`src/rtl/id_cls_pkg.sv`:
```
// Shared types for the ID pin classifier.
// Assumes: class codes are ordered by decreasing pull-down resistance
// from floating (4) down to grounded (0).
package id_cls_pkg;

    typedef enum logic [2:0] {
        CLS_GND = 3'd0,
        CLS_C   = 3'd1,
        CLS_B   = 3'd2,
        CLS_A   = 3'd3,
        CLS_FLT = 3'd4
    } id_class_e;

    // Returns 1 when the class falls under the short debounce length.
    function automatic logic is_short_class(input id_class_e c);
        return (c == CLS_GND) || (c == CLS_FLT);
    endfunction

endpackage

```
`src/rtl/id_cmp_decode.sv`:
```
// Converts the comparator thermometer code into a class code.
// Assumes: bit i set means the pin resistance is below threshold i, so
// a legal pattern never has a higher bit set above a clear lower bit.
module id_cmp_decode
    import id_cls_pkg::*;
#(
    parameter int NUM_THR = 4
) (
    input  logic [NUM_THR-1:0] cmp_below,
    output id_class_e          dec_class,
    output logic               dec_valid
);
    localparam int CW = $clog2(NUM_THR + 1);

    logic [NUM_THR-2:0] pair_ok;
    logic [CW-1:0]      ones;

    // Each adjacent pair must respect the thermometer order.
    for (genvar i = 0; i < NUM_THR - 1; i++) begin : g_pair
        assign pair_ok[i] = cmp_below[i] | ~cmp_below[i+1];
    end

    // Count set thresholds; the count directly gives the class distance.
    always_comb begin
        ones = '0;
        for (int i = 0; i < NUM_THR; i++) begin
            ones = ones + CW'(cmp_below[i]);
        end
    end

    // Map the number of crossed thresholds onto the class code.
    always_comb begin
        dec_valid = &pair_ok;
        if (ones == '0) begin
            dec_class = CLS_FLT;
        end else begin
            dec_class = id_class_e'(3'(NUM_THR) - 3'(ones));
        end
    end

endmodule

```
`src/rtl/id_debounce.sv`:
```
// Debounces the decoded class: a candidate must stay stable for a
// class-dependent number of slow ticks before it becomes the adopted class.
// Assumes: SHORT_TICKS and LONG_TICKS are at least 2; detection runs only
// while det_en is high, otherwise the class returns to grounded.
module id_debounce
    import id_cls_pkg::*;
#(
    parameter int SHORT_TICKS = 56,
    parameter int LONG_TICKS  = 1520
) (
    input  logic      clk,
    input  logic      rst_n,
    input  logic      tick,
    input  logic      det_en,
    input  id_class_e dec_class,
    input  logic      dec_valid,
    output id_class_e cls,
    output logic      chg
);
    localparam int MAXT = (SHORT_TICKS > LONG_TICKS) ? SHORT_TICKS : LONG_TICKS;
    localparam int CW   = $clog2(MAXT + 1);

    id_class_e     cand;
    logic [CW-1:0] cnt;
    logic [CW-1:0] need_m1;

    // Select the debounce length for the class being tracked.
    always_comb begin
        need_m1 = is_short_class(cand) ? CW'(SHORT_TICKS - 1) : CW'(LONG_TICKS - 1);
    end

    // Track the candidate, count stable ticks and adopt on completion.
    always_ff @(posedge clk) begin
        if (!rst_n || !det_en) begin
            cand <= CLS_GND;
            cls  <= CLS_GND;
            cnt  <= '0;
            chg  <= 1'b0;
        end else begin
            chg <= 1'b0;
            if (!dec_valid) begin
                cnt <= '0;
            end else if (dec_class != cand) begin
                cand <= dec_class;
                cnt  <= '0;
            end else if (cand == cls) begin
                cnt <= '0;
            end else if (tick) begin
                if (cnt == need_m1) begin
                    cls <= cand;
                    chg <= 1'b1;
                    cnt <= '0;
                end else begin
                    cnt <= cnt + 1'b1;
                end
            end
        end
    end

    // a broken comparator pattern never moves the adopted class.
    a_r2_invalid_holds: assert property (@(posedge clk) disable iff (!rst_n)
        (det_en && !dec_valid) |=> $stable(cls));

    // with the pull-up off the class is grounded one clock later.
    a_r9_off_is_ground: assert property (@(posedge clk) disable iff (!rst_n)
        !det_en |=> (cls == CLS_GND));

    // adoption only ever happens on a slow tick.
    a_r3_adopt_on_tick: assert property (@(posedge clk) disable iff (!rst_n)
        (det_en && $past(det_en) && (cls != $past(cls))) |-> $past(tick));

endmodule

```
`src/rtl/id_mask.sv`:
```
// Mask window: opens when the pull-up turns on or the weak pull-up is
// selected, stays open for MASK_TICKS slow ticks.
// Assumes: the window is meaningless while the pull-up is off and is cleared.
module id_mask #(
    parameter int MASK_TICKS = 1136
) (
    input  logic clk,
    input  logic rst_n,
    input  logic tick,
    input  logic pullup_en,
    input  logic weak_pullup_en,
    output logic active
);
    localparam int CW = $clog2(MASK_TICKS + 1);

    logic          pu_q;
    logic          wk_q;
    logic [CW-1:0] cnt;
    logic          start;

    // A window starts on an enable edge while the pull-up is on.
    assign start = pullup_en & (~pu_q | (weak_pullup_en & ~wk_q));

    // Remember the enables of the previous clock for edge detection.
    always_ff @(posedge clk) begin
        if (!rst_n) begin
            pu_q <= 1'b0;
            wk_q <= 1'b0;
        end else begin
            pu_q <= pullup_en;
            wk_q <= weak_pullup_en;
        end
    end

    // Open, count down and close the window.
    always_ff @(posedge clk) begin
        if (!rst_n || !pullup_en) begin
            active <= 1'b0;
            cnt    <= '0;
        end else if (start) begin
            active <= 1'b1;
            cnt    <= '0;
        end else if (active && tick) begin
            if (cnt == CW'(MASK_TICKS - 1)) begin
                active <= 1'b0;
                cnt    <= '0;
            end else begin
                cnt <= cnt + 1'b1;
            end
        end
    end

    // turning on the pull-up always opens the window.
    a_r7_window_opens: assert property (@(posedge clk) disable iff (!rst_n)
        (pullup_en && !pu_q) |=> active);

    // the window never survives the pull-up being switched off.
    a_r7_off_closes: assert property (@(posedge clk) disable iff (!rst_n)
        !pullup_en |=> !active);

endmodule

```
`src/rtl/id_pin_classifier.sv`:
```
// Top of the ID pin classifier: decode, debounce, mask and report.
// Assumes: slow_tick is a single-clock enable; cmp_below is already
// synchronous to clk.
module id_pin_classifier
    import id_cls_pkg::*;
#(
    parameter int NUM_THR     = 4,
    parameter int SHORT_TICKS = 56,
    parameter int LONG_TICKS  = 1520,
    parameter int MASK_TICKS  = 1136
) (
    input  logic               clk,
    input  logic               rst_n,
    input  logic               slow_tick,
    input  logic               pullup_en,
    input  logic               weak_pullup_en,
    input  logic [NUM_THR-1:0] cmp_below,
    output logic [2:0]         id_class,
    output logic               id_bit,
    output logic               id_change_irq
);
    id_class_e dec_class;
    logic      dec_valid;
    id_class_e cls;
    logic      chg;
    logic      masked;

    id_cmp_decode #(.NUM_THR(NUM_THR)) u_dec (
        .cmp_below (cmp_below),
        .dec_class (dec_class),
        .dec_valid (dec_valid)
    );

    id_debounce #(.SHORT_TICKS(SHORT_TICKS), .LONG_TICKS(LONG_TICKS)) u_deb (
        .clk       (clk),
        .rst_n     (rst_n),
        .tick      (slow_tick),
        .det_en    (pullup_en),
        .dec_class (dec_class),
        .dec_valid (dec_valid),
        .cls       (cls),
        .chg       (chg)
    );

    id_mask #(.MASK_TICKS(MASK_TICKS)) u_mask (
        .clk            (clk),
        .rst_n          (rst_n),
        .tick           (slow_tick),
        .pullup_en      (pullup_en),
        .weak_pullup_en (weak_pullup_en),
        .active         (masked)
    );

    // Report grounded while masked, otherwise the adopted class.
    always_comb begin
        id_class      = masked ? 3'(CLS_GND) : 3'(cls);
        id_bit        = !masked && (cls != CLS_GND) && (cls != CLS_A);
        id_change_irq = chg && !masked;
    end

    // the change pulse lasts one clock.
    a_r8_single_pulse: assert property (@(posedge clk) disable iff (!rst_n)
        id_change_irq |=> !id_change_irq);

    // no pulse while the pull-up is off.
    a_r9_no_irq_off: assert property (@(posedge clk) disable iff (!rst_n)
        !pullup_en |=> !id_change_irq);

endmodule

```
`config.mk`:
```
export PLATFORM = sky130hd
export DESIGN_NAME = id_pin_classifier
export DESIGN_NICKNAME = d
export VERILOG_FILES = /design/src/rtl/id_cls_pkg.sv /design/src/rtl/id_cmp_decode.sv /design/src/rtl/id_debounce.sv /design/src/rtl/id_mask.sv /design/src/rtl/id_pin_classifier.sv
export SDC_FILE = /design/constraint.sdc
export NUM_CORES = 1
export LEC_CHECK = 0
export BUFFER_PORTS_ARGS = -buffer_cell sky130_fd_sc_hd__buf_4
export CORE_UTILIZATION = 50
export CTS_CLUSTER_DIAMETER = 100
export DETAILED_ROUTE_END_ITERATION = 7
export PLACE_DENSITY = 0.77
export SLEW_MARGIN = 20
export SYNTH_ARGS = -nofsm -noshare
export SYNTH_HDL_FRONTEND = slang
export SYNTH_SLANG_ARGS = --single-unit
```
`constraint.sdc`:
```
create_clock -name clk -period 2.75 [get_ports clk]
set_input_delay 0.275 -clock clk [delete_from_list [all_inputs] [get_ports clk]]
set_output_delay 0.275 -clock clk [all_outputs]
set_load 0.01 [all_outputs]
```
After elaboration in Yosys (flattened, before gate mapping)
Index checks and enable logic that the tools add are counted.
{"block": "word_totals", "register_bits": 32, "output_inout_bits": 5, "word_cells": 65}
{"block": "op_classes", "addsub": 6, "n_eq_ne": 6, "mux": 9, "bitwise": 15, "n_reduce_logical": 21}
{"op": "2-to-1 mux 11 bit", "n": 3}
{"op": "adder 11 x 1 -> 11 bit, second input constant", "n": 2}
{"op": "equality test 11 bit", "n": 1}
{"op": "equality test 11 bit, second input constant", "n": 1}
{"op": "inverter 1 bit", "n": 9}
{"op": "AND reduction 7 bit", "n": 1}
{"op": "adder 3 x 1 -> 3 bit", "n": 2}
{"op": "zero test 3 bit", "n": 2}
{"op": "2-to-1 mux 3 bit", "n": 2}
{"op": "OR reduction 5 bit", "n": 1}
{"op": "logical AND 1 bit", "n": 4}
{"op": "2-to-1 mux 1 bit", "n": 4}
{"op": "bitwise OR 1 bit", "n": 4}
{"op": "AND reduction 4 bit", "n": 1}
{"op": "nonzero test 2 bit", "n": 2}
{"op": "OR reduction 4 bit", "n": 1}
{"op": "equality test 3 bit", "n": 1}
{"op": "equality test 3 bit, second input constant", "n": 1}
{"op": "zero test 1 bit", "n": 3}
{"op": "inequality test 3 x 2 -> 1 bit, second input constant", "n": 1}
{"op": "inequality test 3 bit", "n": 1}
{"op": "AND reduction 3 bit", "n": 1}
{"op": "nonzero test 3 bit", "n": 1}
{"op": "subtractor 3 bit, first input constant", "n": 1}
{"op": "5 further kinds", "n": 7}

Longest topological paths before layout
Gate-level depths: netlist of run 1.
{"block": "logic_depth", "ltp_word": 8, "depth_mapped": 12, "mapped_depth_nobuf": 12}

Cells and area by module
From an unflattened synthesis of run 1, not the netlist that was laid out.
{"block": "hier_totals", "hier_cells": 192, "hier_area_um2": 1701.6}
{"module": "id_debounce", "n_inst": 1, "cells_per_inst": 104, "area_each_um2": 892.1}
{"module": "id_mask", "n_inst": 1, "cells_per_inst": 66, "area_each_um2": 654.4}
{"module": "id_cmp_decode", "n_inst": 1, "cells_per_inst": 15, "area_each_um2": 115.1}
{"module": "id_pin_classifier", "n_inst": 1, "cells_per_inst": 7, "area_each_um2": 40.0}

Worst setup path before layout of run 1
OpenSTA, ideal clock, no wires.
{"block": "synth_timing", "path_kind": "in2reg", "startpoint": "in cmp_below[0]", "endpoint": "reg u_deb.cnt[10]", "arrival_time_ns": 2.496, "setup_slack_ns": 0.190, "path_stages": 12, "n_path_buf": 0, "cell_sequence": "inv_1 ha_1 inv_1 fa_1 ha_1 inv_1 ha_1 xor2_1 a311oi_2 nand4_2 nand2b_4 nor2_1"}
{"block": "synth_between", "elab_chain_len": 7}
{"element": "start, declared", "line": "id_pin_classifier.sv:17", "rtl": "input logic [NUM_THR-1:0] cmp_below,"}
{"element": "adder 1 x 1 -> 2 bit *", "line": "id_cmp_decode.sv:27", "rtl": "ones = ones + CW'(cmp_below[i]);"}
{"element": "adder 3 x 1 -> 3 bit * (2 in a row)", "line": "id_cmp_decode.sv:27"}
{"element": "subtractor 3 bit / zero test 3 bit (equally long branches)", "line": "id_cmp_decode.sv:37, id_cmp_decode.sv:34"}
{"element": "2-to-1 mux 3 bit *", "line": "id_cmp_decode.sv:34", "rtl": "if (ones == '0) begin"}
{"element": "via dec_class[1]", "line": "id_pin_classifier.sv:22", "rtl": "id_class_e dec_class;"}
{"element": "inequality test 3 bit *", "line": "id_debounce.sv:43", "rtl": "end else if (dec_class != cand) begin"}
{"element": "OR reduction 4 bit (no source line) *"}
{"element": "end signal, assigned", "line": "id_debounce.sv:54", "rtl": "cnt <= cnt + 1'b1;"}
{"element": "end, declared", "line": "id_debounce.sv:24", "rtl": "logic [CW-1:0] cnt;"}
Mark *: on every way through the listed nets, which the timed path passes. The rest lies on a longest branch.
A chain may end at the register's enable or synchronous reset.

Final worst setup path of run 1
{"block": "layout_timing", "startpoint": "in cmp_below[0]", "endpoint": "reg u_deb.cls[0]"}
{"block": "layout_between", "elab_chain_len": 8}
{"element": "adder 1 x 1 -> 2 bit *", "line": "id_cmp_decode.sv:27"}
{"element": "adder 3 x 1 -> 3 bit * (2 in a row)", "line": "id_cmp_decode.sv:27"}
{"element": "subtractor 3 bit / zero test 3 bit (equally long branches)", "line": "id_cmp_decode.sv:37, id_cmp_decode.sv:34"}
{"element": "2-to-1 mux 3 bit *", "line": "id_cmp_decode.sv:34"}
{"element": "via dec_class[0]", "line": "id_pin_classifier.sv:22"}
{"element": "inequality test 3 bit *", "line": "id_debounce.sv:43"}
{"element": "inverter 1 bit (no source line) *"}
{"element": "AND reduction 7 bit (no source line) *"}
{"element": "end signal, assigned", "line": "id_debounce.sv:50", "rtl": "cls <= cand;"}
{"element": "end, declared", "line": "id_debounce.sv:17", "rtl": "output id_class_e cls,"}
Marked as above.

==> results.txt, run 1 <==
Antenna-violating nets left: 0
Placer Congestion: 0.837
Fin crit period: 2.44 ns
Total power: 916 uW
Hold Vio Cnt, Final: 0
IO buf count: 13
WP data required: 3.02 ns
Number of hold buffers added after CTS: 0
Finish-stage setup viols: 0
Mapped Cells: 191
Max VDD drop: 0.000364 V
Final #Nets: 223
Dpl ws: -0.0360 ns
Resize count post-CTS: 0
Via Count: 1397
Maximum clock path buffer count: 2
Via density: 5.54
Yosys warnings: 0
Die area: 3560 um2
Layout area overhead: 12.3%
CTS H-Tree Depth: 2
Seq/Total Area, Yosys: 38.5%
Root buffer cell: clkbuf_4
Worst-path maximum fanout: 3
Slowest stage cell, crit path: fa_1
Crit path cell chain: buf_4 > inv_1 > ha_1 > inv_1 > fa_1 > inv_1 > ha_1 > xor2_1 > a311oi_2 > and3_2 > nand3_1 > a21oi_1
Setup WS post-layout: 0.315 ns
Rel. slew slack: 68.4%
Drt wl/cell: 13.1 um
Largest net degree at the start of global routing: 11
Core box area: 3100 um2
Placed Cells: 244
Post-CTS setup buffers: 0
Initial antenna violation count: 0
DR iter-0 viols: 139
Num rows: 20
Fin cells: 252
First-pass GRT wire length: 5590 um
Critical Path AT: 2.70 ns
Multi-input logic area: 962 um2
Post-synthesis register bit count: 32
RSZ-0062 raised after global routing: false
Ys async rst share: 0%
DPL Wire Length: 2450 um
Min-Delay Path Class: input port to flop
Worst-Margin Slew: 0.474 ns
# diodes: 0
Post-Route WL: 3300 um
Die height: 59.7 um
DRT Pass-1 Iters: 4
CTS tree: done
Fin crit share: 88.6%
Pwr dens: 490 nW/um2
Status: complete, no violations
Crit Path Class: input port to flop
DRC Markers: 0
Clk pin slew, worst setup/hold paths: 0.10 ns
Share of post-route cells with drive strength above 1: 13.9%
Syn_area_per_cell: 8.71 um2
Worst clock skew: 0.00635 ns
IO Pins: 14
Vias in the first global route: 1302
Initial Utilization: 53.6%
Syn Nets: 207
Synth unique cells: 36
Pleak: 0.000735 uW
Die W: 59.7 um
Number of flops mapped to enable cells by yosys: 0
Most frequent CP cell: inv_1
Total grt overflow: 0
# clock sinks: 32
Max Cap Violations: 0
Clk_lat worst skew: 0.33 ns
Fillers: 284
CP Launch Type: input port
Fmax: 411 MHz
Sequential Area: 641 um2
Max Slew Vio Count: 0
Cell Area, Synth: 1660 um2
CP Capture Type: flop
CTS Buf Count: 5
GRT Resource Usage Total: 21.4%
Finished Core Util: 60.2%
CP max stage delay: 0.58 ns
Synth Flop Type: dfxtp_1
final timing paths:
path	start	end	slack (ns)	cells past startpoint
max reg2reg	u_deb.cnt[0]$_SDFFE_PP0P_	u_deb.cnt[0]$_SDFFE_PP0P_	1.04	5
min	rst_n	u_mask.wk_q$_SDFF_PN0_	0.15	2
min reg2reg	u_mask.cnt[1]$_SDFFE_PP0P_	u_mask.cnt[1]$_SDFFE_PP0P_	0.50	2
max	cmp_below[0]	u_deb.cls[0]$_SDFFE_PP0P_	0.31	12
sequential cells by signal, indices dropped and copies added (netlist names):
register	flops
u_mask.active	1
u_deb.chg	1
u_deb.cls	3
u_deb.cand	3
u_deb.cnt	11
u_mask.wk_q	1
u_mask.pu_q	1
u_mask.cnt	11
worst max-delay path: cells and delay by family:
family	cells	cell delay (ns)
adder cells (fa/ha/maj)	3	1.17
AO/OA/AOI/OAI	2	0.49
AND/OR/NAND/NOR	2	0.34
buffers and inverters	4	0.25
XOR/XNOR	1	0.16
cells in the mapped netlist (all sizes together), types with 2 or more instances:
master | instances | area [um2]
xnor2 | 14 | 123
nand3 | 13 | 65.1
nand4 | 6 | 43.8
nor3 | 3 | 15.0
nor2b | 6 | 37.5
o21ai | 6 | 41.3
nand2 | 11 | 43.8
and3 | 9 | 57.6
mux2i | 3 | 30.0
ha | 6 | 75.1
inv | 8 | 30.0
nor2 | 31 | 116
xor2 | 11 | 96.3
nor4 | 2 | 12.5
a21oi | 9 | 45.0
dfxtp | 32 | 641
and2 | 3 | 18.8
buf | 5 | 31.3
logic make-up (layout without fill, tap and decap cells):
| logic type | Yosys count | after routing | share of synthesized area [%] |
|---|---|---|---|
| flip-flops | 32 | 32 | 38.5 |
| XOR/XNOR | 25 | 25 | 13.2 |
| AND/OR/NAND/NOR | 90 | 90 | 28.1 |
| adder cells (fa/ha/maj) | 7 | 7 | 5.71 |
| buffers and inverters | 13 | 30 | 3.68 |
| multiplexers | 3 | 3 | 1.80 |
| AO/OA/AOI/OAI | 21 | 21 | 9.02 |
stage by stage:
stage	cell area, um2	TNS [ns]	hold WS (ns)
2_1_floorplan	1660	0	0.397
3_3_place_gp	1790	0	0.456
3_5_place_dp	1790	-0.163	0.490
4_1_cts	1870	0	0.139
5_1_grt	1870	0	0.139
6_report	1870	0	0.153
placed cells by master, fill, tap and decap left out, drive strengths merged, types with 2 or more instances in the layout:
cell    synthesis  layout
o21ai           6       6
nor2           31      31
buf             5      14
xnor2          14      14
and3            9       9
mux2i           3       3
nand4           6       6
a21oi           9       9
clkbuf          0       6
ha              6       6
nand3          13      13
inv             8       8
nor2b           6       6
nor3            3       3
nor4            2       2
nand2          11      11
xor2           11      11
and2            3       3
dfxtp          32      32
power by group:
part	internal, uW	switching [uW]
Sequential	468	7.36
Clock	190	162
Combinational	38.9	49.5
Total	698	219
routing by layer:
layer,wire (um),GRT usage (%),vias to the layer above
met3,172,5.84,12
met4,105,10.6,0
met1,1360,23.6,651
met2,1670,37.5,46
met5,0,0,-
li1,-,-,688
final cells by class:
class | count | share of cell area (%)
Inverter | 8 | 1.61
Multi-Input combinational cell | 146 | 51.5
Timing Repair Buffer | 14 | 5.62
Sequential cell | 32 | 34.3
Tap cell | 44 | 2.95
Clock buffer | 6 | 2.21
Clock inverter | 2 | 1.87
(Power assumes the default switching activity.)
==> inputs of run 2 (changes only) <==
--- a/config.mk
+++ b/config.mk
@@ -5,11 +5,13 @@
 export SDC_FILE = /design/constraint.sdc
 export NUM_CORES = 1
 export LEC_CHECK = 0
+export ABC_AREA = 1
 export BUFFER_PORTS_ARGS = -buffer_cell sky130_fd_sc_hd__buf_4
+export CORE_MARGIN = 1
 export CORE_UTILIZATION = 50
 export CTS_CLUSTER_DIAMETER = 100
 export DETAILED_ROUTE_END_ITERATION = 7
-export PLACE_DENSITY = 0.77
+export PLACE_DENSITY = 0.76
 export SLEW_MARGIN = 20
 export SYNTH_ARGS = -nofsm -noshare
 export SYNTH_HDL_FRONTEND = slang
==> results.txt, run 2 <==
Total grt overflow: 0 (unchanged)
Synth area leader: dfxtp_1
Worst setup path start: cmp_below[0]
Initial antenna violation count: 0 (unchanged)
Drt wl/cell: 9.65 um (-26%)
Post-synthesis compound-gate area fraction: 5.87% (-3.2 points)
Worst reg2reg path depth: 7 (+2)
Synth area leaders: dfxtp_1 37%, nand2_1 11%, nor2_1 10%
Final #Nets: 282 (+26%)
Reg2reg start: u_deb.cnt[0]$_SDFFE_PP0P_
Root buffer cell: clkbuf_4
Hold Vio Cnt, Final: 0 (unchanged)
Max Cap Violations: 0 (unchanged)
Antenna-violating nets left: 0 (unchanged)
Finish-stage setup viols: 0 (unchanged)
Min-Delay Path Class: input port to flop
Die area: 3690 um2 (+3.6%)
Cell family with most CP delay: adder cells
Worst-path maximum fanout: 10 (+7)
Max Slew Vio Count: 0 (unchanged)
Crit Path Class: input port to flop
DRT Pass-1 Iters: 4 (unchanged)
Syn Nets: 263 (+27%)
Post-CTS setup buffers: 0 (unchanged)
Sw Share: 25.5% (+1.7 points)
Post-Route WL: 3000 um (-9.1%)
Reg2reg end: u_deb.cls[2]$_SDFFE_PP0P_
Cell Area, Synth: 1730 um2 (+3.8%)
Number of flops mapped to enable cells by yosys: 0 (unchanged)
Ys async rst share: 0% (unchanged)
Maximum clock path buffer count: 2 (unchanged)
Synth Area in XOR/XNOR: 7.61% (-5.5 points)
Die W: 60.8 um (+1.8%)
Power share of the clock group: 38.0% (-0.4 points)
DPL Wire Length: 2380 um (-2.9%)
Commonest non-fill, non-tap cells in the layout: 51 x nand2_1, 46 x nor2_1, 37 x inv_1
Buf/Inv on CP: 6 (+2)
Post-synthesis mux area share: 0% (-1.8 points)
Clk pin slew, worst setup/hold paths: 0.10 ns (about the same)
Total power: 938 uW (+2.4%)
Most frequent CP cell: inv_1
Worst clock skew: 0.00418 ns (-0.00217 ns)
Resize count post-CTS: 0 (unchanged)
Layout area overhead: 13.2%
CP Capture Type: flop
CTS tree: done
DR iter-0 viols: 68 (-51%)
Combinational power share: 11.2% (+1.6 points)
IO Pins: 14 (unchanged)
Clk_lat worst skew: 0.33 ns (about the same)
WP data required: 3.02 ns (about the same)
Seq pwr share: 50.8% (-1.1 points)
CP endpoint: u_deb.cnt[7]$_SDFFE_PP0P_
Initial Utilization: 54.8% (+1.1 points)
Stages on worst setup path: 16 (+4)
RSZ-0062 raised after global routing: false
Synth Flop Type: dfxtp_1
P_sw: 240 uW (+9.7%)
Finished Cell Area: 1950 um2 (+4.6%)
Synth unique cells: 28 (-22%)
First-pass GRT wire length: 5270 um (-5.7%)
Fin crit period: 2.26 ns (-0.171 ns)
Seq/Total Area, Yosys: 37.1% (-1.4 points)
Max VDD drop: 0.000343 V (-5.7%)
Crit path cell chain: buf_4 > inv_1 > ha_1 > inv_1 > fa_1 > ha_1 > inv_1 > ha_1 > inv_1 > nand2_1 > nand2_1 > nor2_1 > nand3_1 > clkinv_1 > nand3_2 > nor2_1
Via density: 4.72 (-15%)
Placer Congestion: 0.839 (+0.24%)
Post-DP Area: 1870 um2 (+4.5%)
Worst-Margin Slew: 0.308 ns (-0.165 ns)
Syn_area_per_cell: 6.99 um2 (-20%)
CTS H-Tree Depth: 2 (unchanged)
Most numerous cell in the Yosys netlist: nand2_1
Yosys warnings: 0 (unchanged)
# diodes: 0 (unchanged)
# clock sinks: 32 (unchanged)
Fmax: 442 MHz (+7.6%)
Vias in the first global route: 1381 (+6.1%)
IO buf count: 13 (unchanged)
CTS Buf Count: 5 (unchanged)
Via Count: 1469 (+5.2%)
Share of post-route cells with drive strength above 1: 12.4% (-1.6 points)
Biggest regs: u_deb.cnt x11, u_mask.cnt x11
Most frequent cells after synthesis: 51 x nand2_1, 46 x nor2_1, 37 x inv_1, 32 x dfxtp_1, 15 x nand3_1
Post-synthesis register bit count: 32 (unchanged)
Simple-gate share of the synthesized area: 34.9% (+6.8 points)
DRC Markers: 0 (unchanged)
Fin crit share: 82.3% (-6.2 points)
Pleak: 0.000819 uW (+11%)
CP max stage delay: 0.38 ns (-0.20 ns)
Slowest stage cell, crit path: fa_1
Number of hold buffers added after CTS: 0 (unchanged)
Largest family of logic cells by synthesized area: simple AND/OR/NAND/NOR gates
Num rows: 20 (unchanged)
Synth top area share: 37.1% (-1.4 points)
Largest net degree at the start of global routing: 12 (+1)
Reg2reg setup slack: 1.21 ns (+0.17 ns)
Rel. slew slack: 79.5% (+11 points)
Adder-cell share of the synthesized area: 5.51% (-0.21 points)
CP Launch Type: input port
Cell-internal power: 699 uW (+0.14%)
Core box area: 3150 um2 (+1.6%)
Mapped Cells: 247 (+29%)
Setup TNS: 0 ns (unchanged)
Status: complete, no violations
Die height: 60.8 um (+1.8%)
GRT Resource Usage Total: 19.5% (-1.9 points)
Critical Path AT: 2.54 ns (-0.16 ns)
Pwr dens: 480 nW/um2 (-2.0%)
Commonest non-fill, non-tap cell in the layout: nand2_1
run 2: logic make-up (layout without fill, tap and decap cells):
kind of cell | after synthesis | after routing
DFF | 32 | 32
xor gates and xnor gates | 15 | 15
AOI/OAI and AO/OA | 19 | 19
and+or+nand+nor | 133 | 133
buffers and inverters | 41 | 61
adders and majority gates | 7 | 7
run 2: power by group through the flow:
stage	combinational [uW]	sequential, uW	clock (uW)
floorplan	78.7	485	0
global placement	103	487	0
detailed placement	105	487	0
CTS	106	477	365
global route	124	478	389
finish	105	477	357
run 2: per-stage QoR:
step	hold WS (ns)	setup WS, ns	instances	util (%)
2_1_floorplan	0.368	0.400	247	-
3_3_place_gp	0.470	0.181	303	59.4
3_5_place_dp	0.478	0.118	303	59.4
4_1_cts	0.122	0.469	311	62.0
5_1_grt	0.117	0.293	311	62.0
6_report	0.126	0.486	311	62.0
run 2: worst min path at each step:
| stage | startpoint | endpoint | slack [ns] | depth (start not counted) |
|---|---|---|---|---|
| after global placement | rst_n | u_mask.wk_q$_SDFF_PN0_ | 0.47 | 3 |
| after CTS | rst_n | u_mask.wk_q$_SDFF_PN0_ | 0.12 | 3 |
| after global routing | rst_n | u_mask.wk_q$_SDFF_PN0_ | 0.12 | 3 |
| after floorplan | rst_n | u_mask.wk_q$_SDFF_PN0_ | 0.37 | 2 |
| final | rst_n | u_mask.wk_q$_SDFF_PN0_ | 0.13 | 3 |
| after detailed placement | rst_n | u_mask.wk_q$_SDFF_PN0_ | 0.48 | 3 |
run 2: worst register-to-register path, delay by kind of cell (launching register included):
family	cells	cell delay [ns]
adder cells (fa/ha/maj)	1	0.22
flip-flops	1	0.38
AND/OR/NAND/NOR	6	0.88
run 2: layer usage:
metal	vias to the layer above	global-route usage, %	share of wire, %
met2	18	34.7	48
met5	-	0	0
met4	0	8.77	1.3
li1	810	-	-
met3	5	5.12	3.2
met1	636	21.8	48
run 2: cell type report:
type	count	area (um2)
clock buffer	5	37.5
clock inverter	3	42.5
fill	297	1200
inverter	40	150
multi-input combinational	174	931
sequential	32	641
tap	44	55.1
timing repair buffer	13	97.6
